### src/rtl/bootmode_pkg.sv
package bootmode_pkg;
  localparam int unsigned ENDIAN_BIT = 8;
  localparam int unsigned RATE_LSB   = 13;
  localparam int unsigned NUM_REQ    = 3;
  localparam int unsigned REQ_BITS [NUM_REQ] = '{20, 33, 37};
  localparam int unsigned MIN_BITS   = 38;

  typedef enum logic [1:0] {
    RATE_50  = 2'd0,
    RATE_67  = 2'd1,
    RATE_83  = 2'd2,
    RATE_100 = 2'd3
  } drive_rate_e;

  // raw field is non-monotonic; map to a monotonic level
  function automatic drive_rate_e rate_decode(input logic [1:0] raw);
    case (raw)
      2'b10:   return RATE_100;
      2'b11:   return RATE_83;
      2'b00:   return RATE_67;
      default: return RATE_50;
    endcase
  endfunction
endpackage

### src/rtl/bootmode_clkdiv.sv
module bootmode_clkdiv #(
  parameter int unsigned MCLK_DIV = 256
) (
  input  logic clk_i,
  input  logic rst_ni,
  input  logic pwr_ok_i,
  input  logic stop_i,
  output logic tick_o,
  output logic mode_clk_o
);
  localparam int unsigned CW = (MCLK_DIV > 2) ? $clog2(MCLK_DIV) : 1;
  localparam logic [CW-1:0] LAST = CW'(MCLK_DIV - 1);
  localparam logic [CW-1:0] HALF = CW'(MCLK_DIV / 2);

  logic [CW-1:0] div_q;
  logic          run_q;

  always_ff @(posedge clk_i or negedge rst_ni) begin
    if (!rst_ni) begin
      div_q <= '0;
      run_q <= 1'b0;
    end else if (!pwr_ok_i || stop_i) begin
      div_q <= '0;
      run_q <= 1'b0;
    end else begin
      run_q <= 1'b1;
      if (run_q) div_q <= (div_q == LAST) ? '0 : div_q + 1'b1;
    end
  end

  assign tick_o     = run_q && (div_q == LAST);
  assign mode_clk_o = run_q && (div_q < HALF);
endmodule

### src/rtl/bootmode_shifter.sv
module bootmode_shifter #(
  parameter int unsigned MODE_BITS = 256
) (
  input  logic                 clk_i,
  input  logic                 rst_ni,
  input  logic                 pwr_ok_i,
  input  logic                 tick_i,
  input  logic                 dat_i,
  output logic [MODE_BITS-1:0] vec_o,
  output logic                 last_o,
  output logic                 done_o
);
  localparam int unsigned CW = $clog2(MODE_BITS);
  localparam logic [CW-1:0] LAST = CW'(MODE_BITS - 1);

  logic [CW-1:0]        cnt_q;
  logic [MODE_BITS-1:0] vec_q;
  logic                 done_q;

  assign last_o = tick_i && !done_q && (cnt_q == LAST);

  always_ff @(posedge clk_i or negedge rst_ni) begin
    if (!rst_ni) begin
      cnt_q  <= '0;
      vec_q  <= '0;
      done_q <= 1'b0;
    end else if (!pwr_ok_i) begin
      cnt_q  <= '0;
      vec_q  <= '0;
      done_q <= 1'b0;
    end else if (tick_i && !done_q) begin
      // first bit lands in bit 0 after the final shift
      vec_q <= {dat_i, vec_q[MODE_BITS-1:1]};
      cnt_q <= cnt_q + 1'b1;
      if (cnt_q == LAST) done_q <= 1'b1;
    end
  end

  assign vec_o  = vec_q;
  assign done_o = done_q;
endmodule

### src/rtl/bootmode_decode.sv
module bootmode_decode
  import bootmode_pkg::*;
#(
  parameter int unsigned MODE_BITS = 256
) (
  input  logic [MODE_BITS-1:0] vec_i,
  input  logic                 done_i,
  input  logic                 pin_i,
  output logic                 big_endian_o,
  output logic [1:0]           rate_o,
  output logic                 err_o
);
  logic [NUM_REQ-1:0] req_ok;

  for (genvar g = 0; g < NUM_REQ; g++) begin : g_req
    assign req_ok[g] = vec_i[REQ_BITS[g]];
  end

  always_comb begin
    big_endian_o = pin_i;
    rate_o       = 2'd0;
    err_o        = 1'b0;
    if (done_i) begin
      big_endian_o = pin_i | vec_i[ENDIAN_BIT];
      rate_o       = rate_decode(vec_i[RATE_LSB+1:RATE_LSB]);
      err_o        = ~&req_ok;
    end
  end
endmodule

### src/rtl/bootmode_loader.sv
module bootmode_loader #(
  parameter int unsigned MCLK_DIV  = 256,
  parameter int unsigned MODE_BITS = 256
) (
  input  logic                 clk_i,
  input  logic                 rst_ni,
  input  logic                 pwr_ok_i,
  input  logic                 mode_dat_i,
  input  logic                 endian_pin_i,
  output logic                 mode_clk_o,
  output logic [MODE_BITS-1:0] mode_vec_o,
  output logic                 load_done_o,
  output logic                 big_endian_o,
  output logic [1:0]           drive_rate_o,
  output logic                 mode_err_o
);
  logic tick, last, done;

  bootmode_clkdiv #(.MCLK_DIV(MCLK_DIV)) u_clkdiv (
    .clk_i      (clk_i),
    .rst_ni     (rst_ni),
    .pwr_ok_i   (pwr_ok_i),
    .stop_i     (done | last),
    .tick_o     (tick),
    .mode_clk_o (mode_clk_o)
  );

  bootmode_shifter #(.MODE_BITS(MODE_BITS)) u_shifter (
    .clk_i    (clk_i),
    .rst_ni   (rst_ni),
    .pwr_ok_i (pwr_ok_i),
    .tick_i   (tick),
    .dat_i    (mode_dat_i),
    .vec_o    (mode_vec_o),
    .last_o   (last),
    .done_o   (done)
  );

  bootmode_decode #(.MODE_BITS(MODE_BITS)) u_decode (
    .vec_i        (mode_vec_o),
    .done_i       (done),
    .pin_i        (endian_pin_i),
    .big_endian_o (big_endian_o),
    .rate_o       (drive_rate_o),
    .err_o        (mode_err_o)
  );

  assign load_done_o = done;
endmodule

### config.mk
export PLATFORM = sky130hd
export DESIGN_NAME = bootmode_loader
export DESIGN_NICKNAME = d
export VERILOG_FILES = /design/src/rtl/bootmode_pkg.sv /design/src/rtl/bootmode_clkdiv.sv /design/src/rtl/bootmode_shifter.sv /design/src/rtl/bootmode_decode.sv /design/src/rtl/bootmode_loader.sv
export SDC_FILE = /design/constraint.sdc
export NUM_CORES = 1
export LEC_CHECK = 0
export ABC_AREA = 1
export CORE_AREA = 3 3 149 151
export CTS_CLUSTER_SIZE = 30
export DETAILED_ROUTE_END_ITERATION = 8
export DIE_AREA = 0 0 152 154
export PLACE_DENSITY = 0.85
export SLEW_MARGIN = 20
export SYNTH_ARGS = -nofsm -noshare
export SYNTH_HDL_FRONTEND = slang
export SYNTH_SLANG_ARGS = --single-unit
export TNS_END_PERCENT = 100
### constraint.sdc
create_clock -name clk_i -period 4.4 [get_ports clk_i]
set_input_delay 0.44 -clock clk_i [delete_from_list [all_inputs] [get_ports clk_i]]
set_output_delay 0.44 -clock clk_i [all_outputs]
set_load 0.005 [all_outputs]
==> Word-level counts from Yosys, hierarchy flattened <==
Cells that the tools add are included.
{ "word_totals": {"reg_bits": 274, "output_inout_bits": 262} }
{ "op_classes": {"addsub": 2, "order_cmp": 1, "n_eq_ne": 6, "n_mux": 15, "bitwise_logic": 2, "reduce_logical": 12} }
{ "ops": {"columns": ["cell", "n"], "rows": [
  ["$mux 256", 2],
  ["$mux 8", 5],
  ["$add 8x1->8 const B", 2],
  ["$eq 8x8->1 const B", 2],
  ["$lt 8x8->1 const B", 1],
  ["$mux 1", 6],
  ["$pmux 2 s3", 1],
  ["$eq 2x2->1 const B", 2],
  ["$logic_and 1x1->1", 4],
  ["$ne 2x1->1 const B", 2],
  ["$logic_not 1->1", 3],
  ["$reduce_and 3->1", 1],
  ["$logic_not 2->1", 1],
  ["$mux 2", 1],
  ["$or 1x1->1", 2],
  ["$reduce_and 2->1", 1],
  ["$reduce_bool 2->1", 1],
  ["$logic_or 1x1->1", 1]
]} }

==> Depth between registers and ports, before layout <==
{ "depth": {"ltp_word": 7, "mapped_depth": 10, "mapped_depth_nobuf": 9} }

==> Hierarchy <==
A second synthesis with hierarchy kept.
{ "unflattened": {"hier_cells": 1151, "hier_area_um2": 11245.8} }
{ "by_module_without_submodules": {"columns": ["module", "n_inst", "cells_per_inst", "area_per_inst_um2", "seq_area_each_um2"], "rows": [
  ["bootmode_shifter", 1, 1057, 10581.4, 6631.4],
  ["bootmode_clkdiv", 1, 83, 615.6, 225.2],
  ["bootmode_decode", 1, 8, 37.5, 0.0],
  ["bootmode_loader", 1, 3, 11.3, 0.0]
]} }

==> Least setup slack after synthesis <==
Ideal clock, no wire load.
{ "synth_path": {"path_kind": "register to register", "start": "reg u_clkdiv.div_q[0]", "end": "reg u_shifter.vec_q[150], in the netlist u_shifter.vec_o[150]", "setup_time_ns": 0.118, "arrival_ns": 1.480, "slack_ns": 2.802, "stages_incl_launch_ff": 11, "synth_period_minus_slack_ns": 1.598, "cell_sequence": "dfrtp_1 > ha_1 > nand2_2 > nor2_4 > nand3_4 > nand2_4 > inv_2 > buf_6 > buf_6 > a21oi_1 > inv_1"} }
{ "synth_via": {"elab_chain_len": 4} }
{ "synth_lines": {"columns": ["element", "line_no", "rtl"], "rows": [
  ["from (decl)", "bootmode_clkdiv.sv:15", "logic [CW-1:0] div_q;"],
  ["from (signal assigned)", "bootmode_clkdiv.sv:27", "if (run_q) div_q <= (div_q == LAST) ? '0 : div_q + 1'b1;"],
  ["$eq 8x8->1", "bootmode_clkdiv.sv:31", "assign tick_o = run_q && (div_q == LAST);"],
  ["$logic_and 1x1->1", "bootmode_clkdiv.sv:31", null],
  ["$logic_and 1x1->1", "bootmode_shifter.sv:31", "end else if (tick_i && !done_q) begin"],
  ["$ne 2x1->1 (no line)", null, null],
  ["to (signal assigned)", "bootmode_shifter.sv:33", "vec_q <= {dat_i, vec_q[MODE_BITS-1:1]};"],
  ["to (decl)", "bootmode_shifter.sv:17", "logic [MODE_BITS-1:0] vec_q;"]
]} }
Every way passes these cells.
A chain may end at the register's enable or synchronous reset.

==> Final worst setup path <==
{ "layout_path": {"start": "reg u_clkdiv.div_q[0]", "end": "reg u_shifter.vec_q[143], in the netlist u_shifter.vec_o[143]"} }
The elaborated chain is that of the path after synthesis.

==> flow_metrics.py <==
metrics = {
    "status": {
        "outcome": "complete, but fails checks",
        "violations": "negative hold slack",
    },
    "sta": {
        "min_period_ns": 2.51,
        "rsz_0062_raised_after_global_routing": "no",
        "hold-worst-slack_ns": -0.0430,
        "setup_viols_final": 0,
        "timing.clock.skew_ns": 0.0133,
        "fin_setup_tns_ns": 0,
        "hold_violations": 25,
        "timing_worst_slew_pin_value_ns": 0.933,
        "slew-limit-headroom": 0.378,
        "max_clock_freq_mhz": 399,
        "min_period_over_period": 0.570,
        "drv_slew": 0,
    },
    "clocking": {
        "cts-htree-levels": 1,
        "cts_resized": 0,
        "worst_skew_pair.late_latency_ns": 0.53,
        "clk_path_buf_depth": 3,
        "clk_pin_slew_ns": 0.06,
        "postCtsHoldBufs": 0,
        "cts_sink_count": 274,
        "cts_inserted_buffers": 29,
        "postCtsSetupBuffers": 0,
        "clk_root_buffer_cell": "sky130_fd_sc_hd__clkbuf_16",
        "cts_tree": "done",
    },
    "placed_design": {
        "post-dp-hpwl_microns": 18700,
        "gp_congestion": 0.832,
        "io_buffer_count": 266,
    },
    "routing": {
        "antenna_left": 0,
        "routed_wl_microns": 29100,
        "firstDrtPassIters": 5,
        "route.vias.total": 9197,
        "drt_iter0_drc": 591,
        "wl_per_cell_microns": 15.9,
        "drt_drc_violations_left": 0,
        "viasPerCell": 5.03,
    },
    "global_route": {
        "grt_antenna_before_repair": 0,
        "grt_overflow_total": 0,
        "grt_util_all_layers": 0.246,
        "maximum_number_of_pins_on_one_net_before_global_route_repair": 117,
        "first_global_vias": 9454,
        "grt_pass1_wl_microns": 48000,
    },
    "floorplanning": {
        "row_count": 53,
        "die-area_sq_um": 23400,
        "floorplan.die.width_microns": 152,
        "coreArea_sq_um": 21000,
        "floorplan.initialDensity": 0.539,
        "dieHeight_microns": 154,
        "ios": 267,
    },
    "setup_path": {
        "cp.buffers_inverters": 2,
        "crit_slowest_cell": "sky130_fd_sc_hd__buf_4",
        "timing.critical_path.from_type": "flop",
        "required_ns": 4.81,
        "reg2reg_setup_slack_ns": 1.89,
        "crit_fanout": 64,
        "timing_worst_setup_path_type": "reg -> reg",
        "crit_path_cell_trace": "ha_1, nand2_2, nor2_4, nand3_4, nand2_4, buf_4, nor2_1, a21oi_1, inv_1",
        "crit_path_end_kind": "flop",
        "critical-path-top-delay-family": "simple AND/OR/NAND/NOR gates",
        "cp_data_arrival_time_ns": 2.92,
        "crit_path_max_incr_delay_ns": 0.62,
    },
    "synthesis": {
        "synth.lib_cells_used.distinct": 30,
        "synth_seq_area_share": 0.607,
        "postSynthNetCount": 1290,
        "ys_ff_latch": 274,
        "synth.avg_cell_area_sq_um": 8.81,
        "synthesis.area_sq_um": 11300,
        "synthesis.instances": 1283,
        "yosysWarnings": 0,
    },
    "cells_and_area": {
        "final_cell_mix": "sky130_fd_sc_hd__inv_1 (368), sky130_fd_sc_hd__dfrtp_1 (274), sky130_fd_sc_hd__clkdlybuf4s50_1 (265)",
        "mostFrequentLayoutCell": "sky130_fd_sc_hd__inv_1",
        "areaGrowthSynthToFinish_pct": 32.8,
        "filler_cells": 1561,
        "multi_input_comb_area_sq_um": 2690,
        "antennaDiodeCount": 0,
        "finalCoreUtilization": 0.716,
        "final_layout_size_suffix_gt1_frac": 0.0431,
        "register_area_sq_um": 6860,
        "final_net_count": 1539,
    },
    "power_and_ir_drop": {
        "pwr_density_cell_nw_per_um2": 336,
        "p_leak_nw": 8.05,
        "max-vdd-ir-drop_uv": 314,
    },
    "run": {
        "maxCapViolCount": 0,
    },
    "min_path": {
        "min-delay-path-class": "in -> async",
    },
}
## layout make-up
type,instances,share of cell area
Clock buffer,40,0.0551
Clock inverter,12,0.00800
Inverter,371,0.0931
Multi-Input combinational cell,581,0.179
Sequential cell,274,0.457
Tap cell,275,0.0229
Timing Repair Buffer,275,0.185
## synth_stat cells (all sizes together)
cell	count	area [sq um]
inv	370	1390
dfrtp	274	6860
nor2	227	862
a21oi	214	1070
nand2	58	230
buf	39	302
o22ai	32	200
o21ai	23	115
clkbuf	18	67.6
nand3	9	57.6
nand4	6	43.8
ha	2	25.0
o21bai	2	15.0
xor2	2	17.5
a21o	1	7.51
a41oi	1	8.76
clkinv	1	3.75
nor3	1	5.00
nor3b	1	7.51
o31ai	1	7.51
xnor2	1	8.76
## stage by stage
stage          setup slack [ns]  area [sq um]  hold WS [ns]  power, mW  instances
2_1_floorplan              2.80         11300         0.144       2.64       1283
3_3_place_gp               1.68         14100         0.475       2.71       1776
3_5_place_dp               1.60         14100         0.483       2.72       1776
4_1_cts                    1.92         15000        0.0134       5.10       1828
5_1_grt                    1.68         15000        0.0270       5.22       1828
6_report                   1.89         15000       -0.0430       5.05       1828
## power breakdown
| part | switching, mW | internal [mW] |
|---|---|---|
| clock | 0.956 | 1.43 |
| combinational | 0.106 | 0.0253 |
| sequential | 0.00744 | 2.53 |
| total | 1.07 | 3.98 |
## per-layer routing
| layer | wire length (microns) | part of all wire | track usage |
|---|---|---|---|
| met2 | 14300 | 0.49 | 0.416 |
| met1 | 11400 | 0.39 | 0.308 |
| met4 | 724 | 0.025 | 0.0651 |
| met3 | 2710 | 0.093 | 0.0777 |
| met5 | 0 | 0 | 0 |
## final timing paths
kind,start,end,depth (start not counted)
max reg2reg,u_clkdiv.div_q[0]$_DFFE_PN0P_,u_shifter.vec_o[143]$_DFFE_PN0P_,9
max in group asynchronous,rst_ni,u_shifter.vec_o[124]$_DFFE_PN0P_,2
min reg2reg,u_shifter.vec_o[186]$_DFFE_PN0P_,u_shifter.vec_o[185]$_DFFE_PN0P_,2
min in group clk_i,u_shifter.vec_o[186]$_DFFE_PN0P_,u_shifter.vec_o[185]$_DFFE_PN0P_,2
max,u_clkdiv.div_q[0]$_DFFE_PN0P_,u_shifter.vec_o[143]$_DFFE_PN0P_,9
min,rst_ni,u_shifter.vec_o[169]$_DFFE_PN0P_,1
## registers in the layout (all words and copies together) (netlist names)
signal,count
u_shifter.done_o,1
u_shifter.vec_o,256
u_clkdiv.div_q,8
u_clkdiv.run_q,1
u_shifter.cnt_q,8
## cell families (layout without fill, tap and decap cells)
logic type,count (synthesis),in the layout,share of synthesized area
XOR/XNOR,3,3,0.00233
flip-flops,274,274,0.607
buffers and inverters,428,698,0.156
AND/OR/NAND/NOR,302,302,0.107
AO/OA/AOI/OAI,274,274,0.126
adder cells (fa/ha/maj),2,2,0.00221
(Power assumes the default switching activity.)
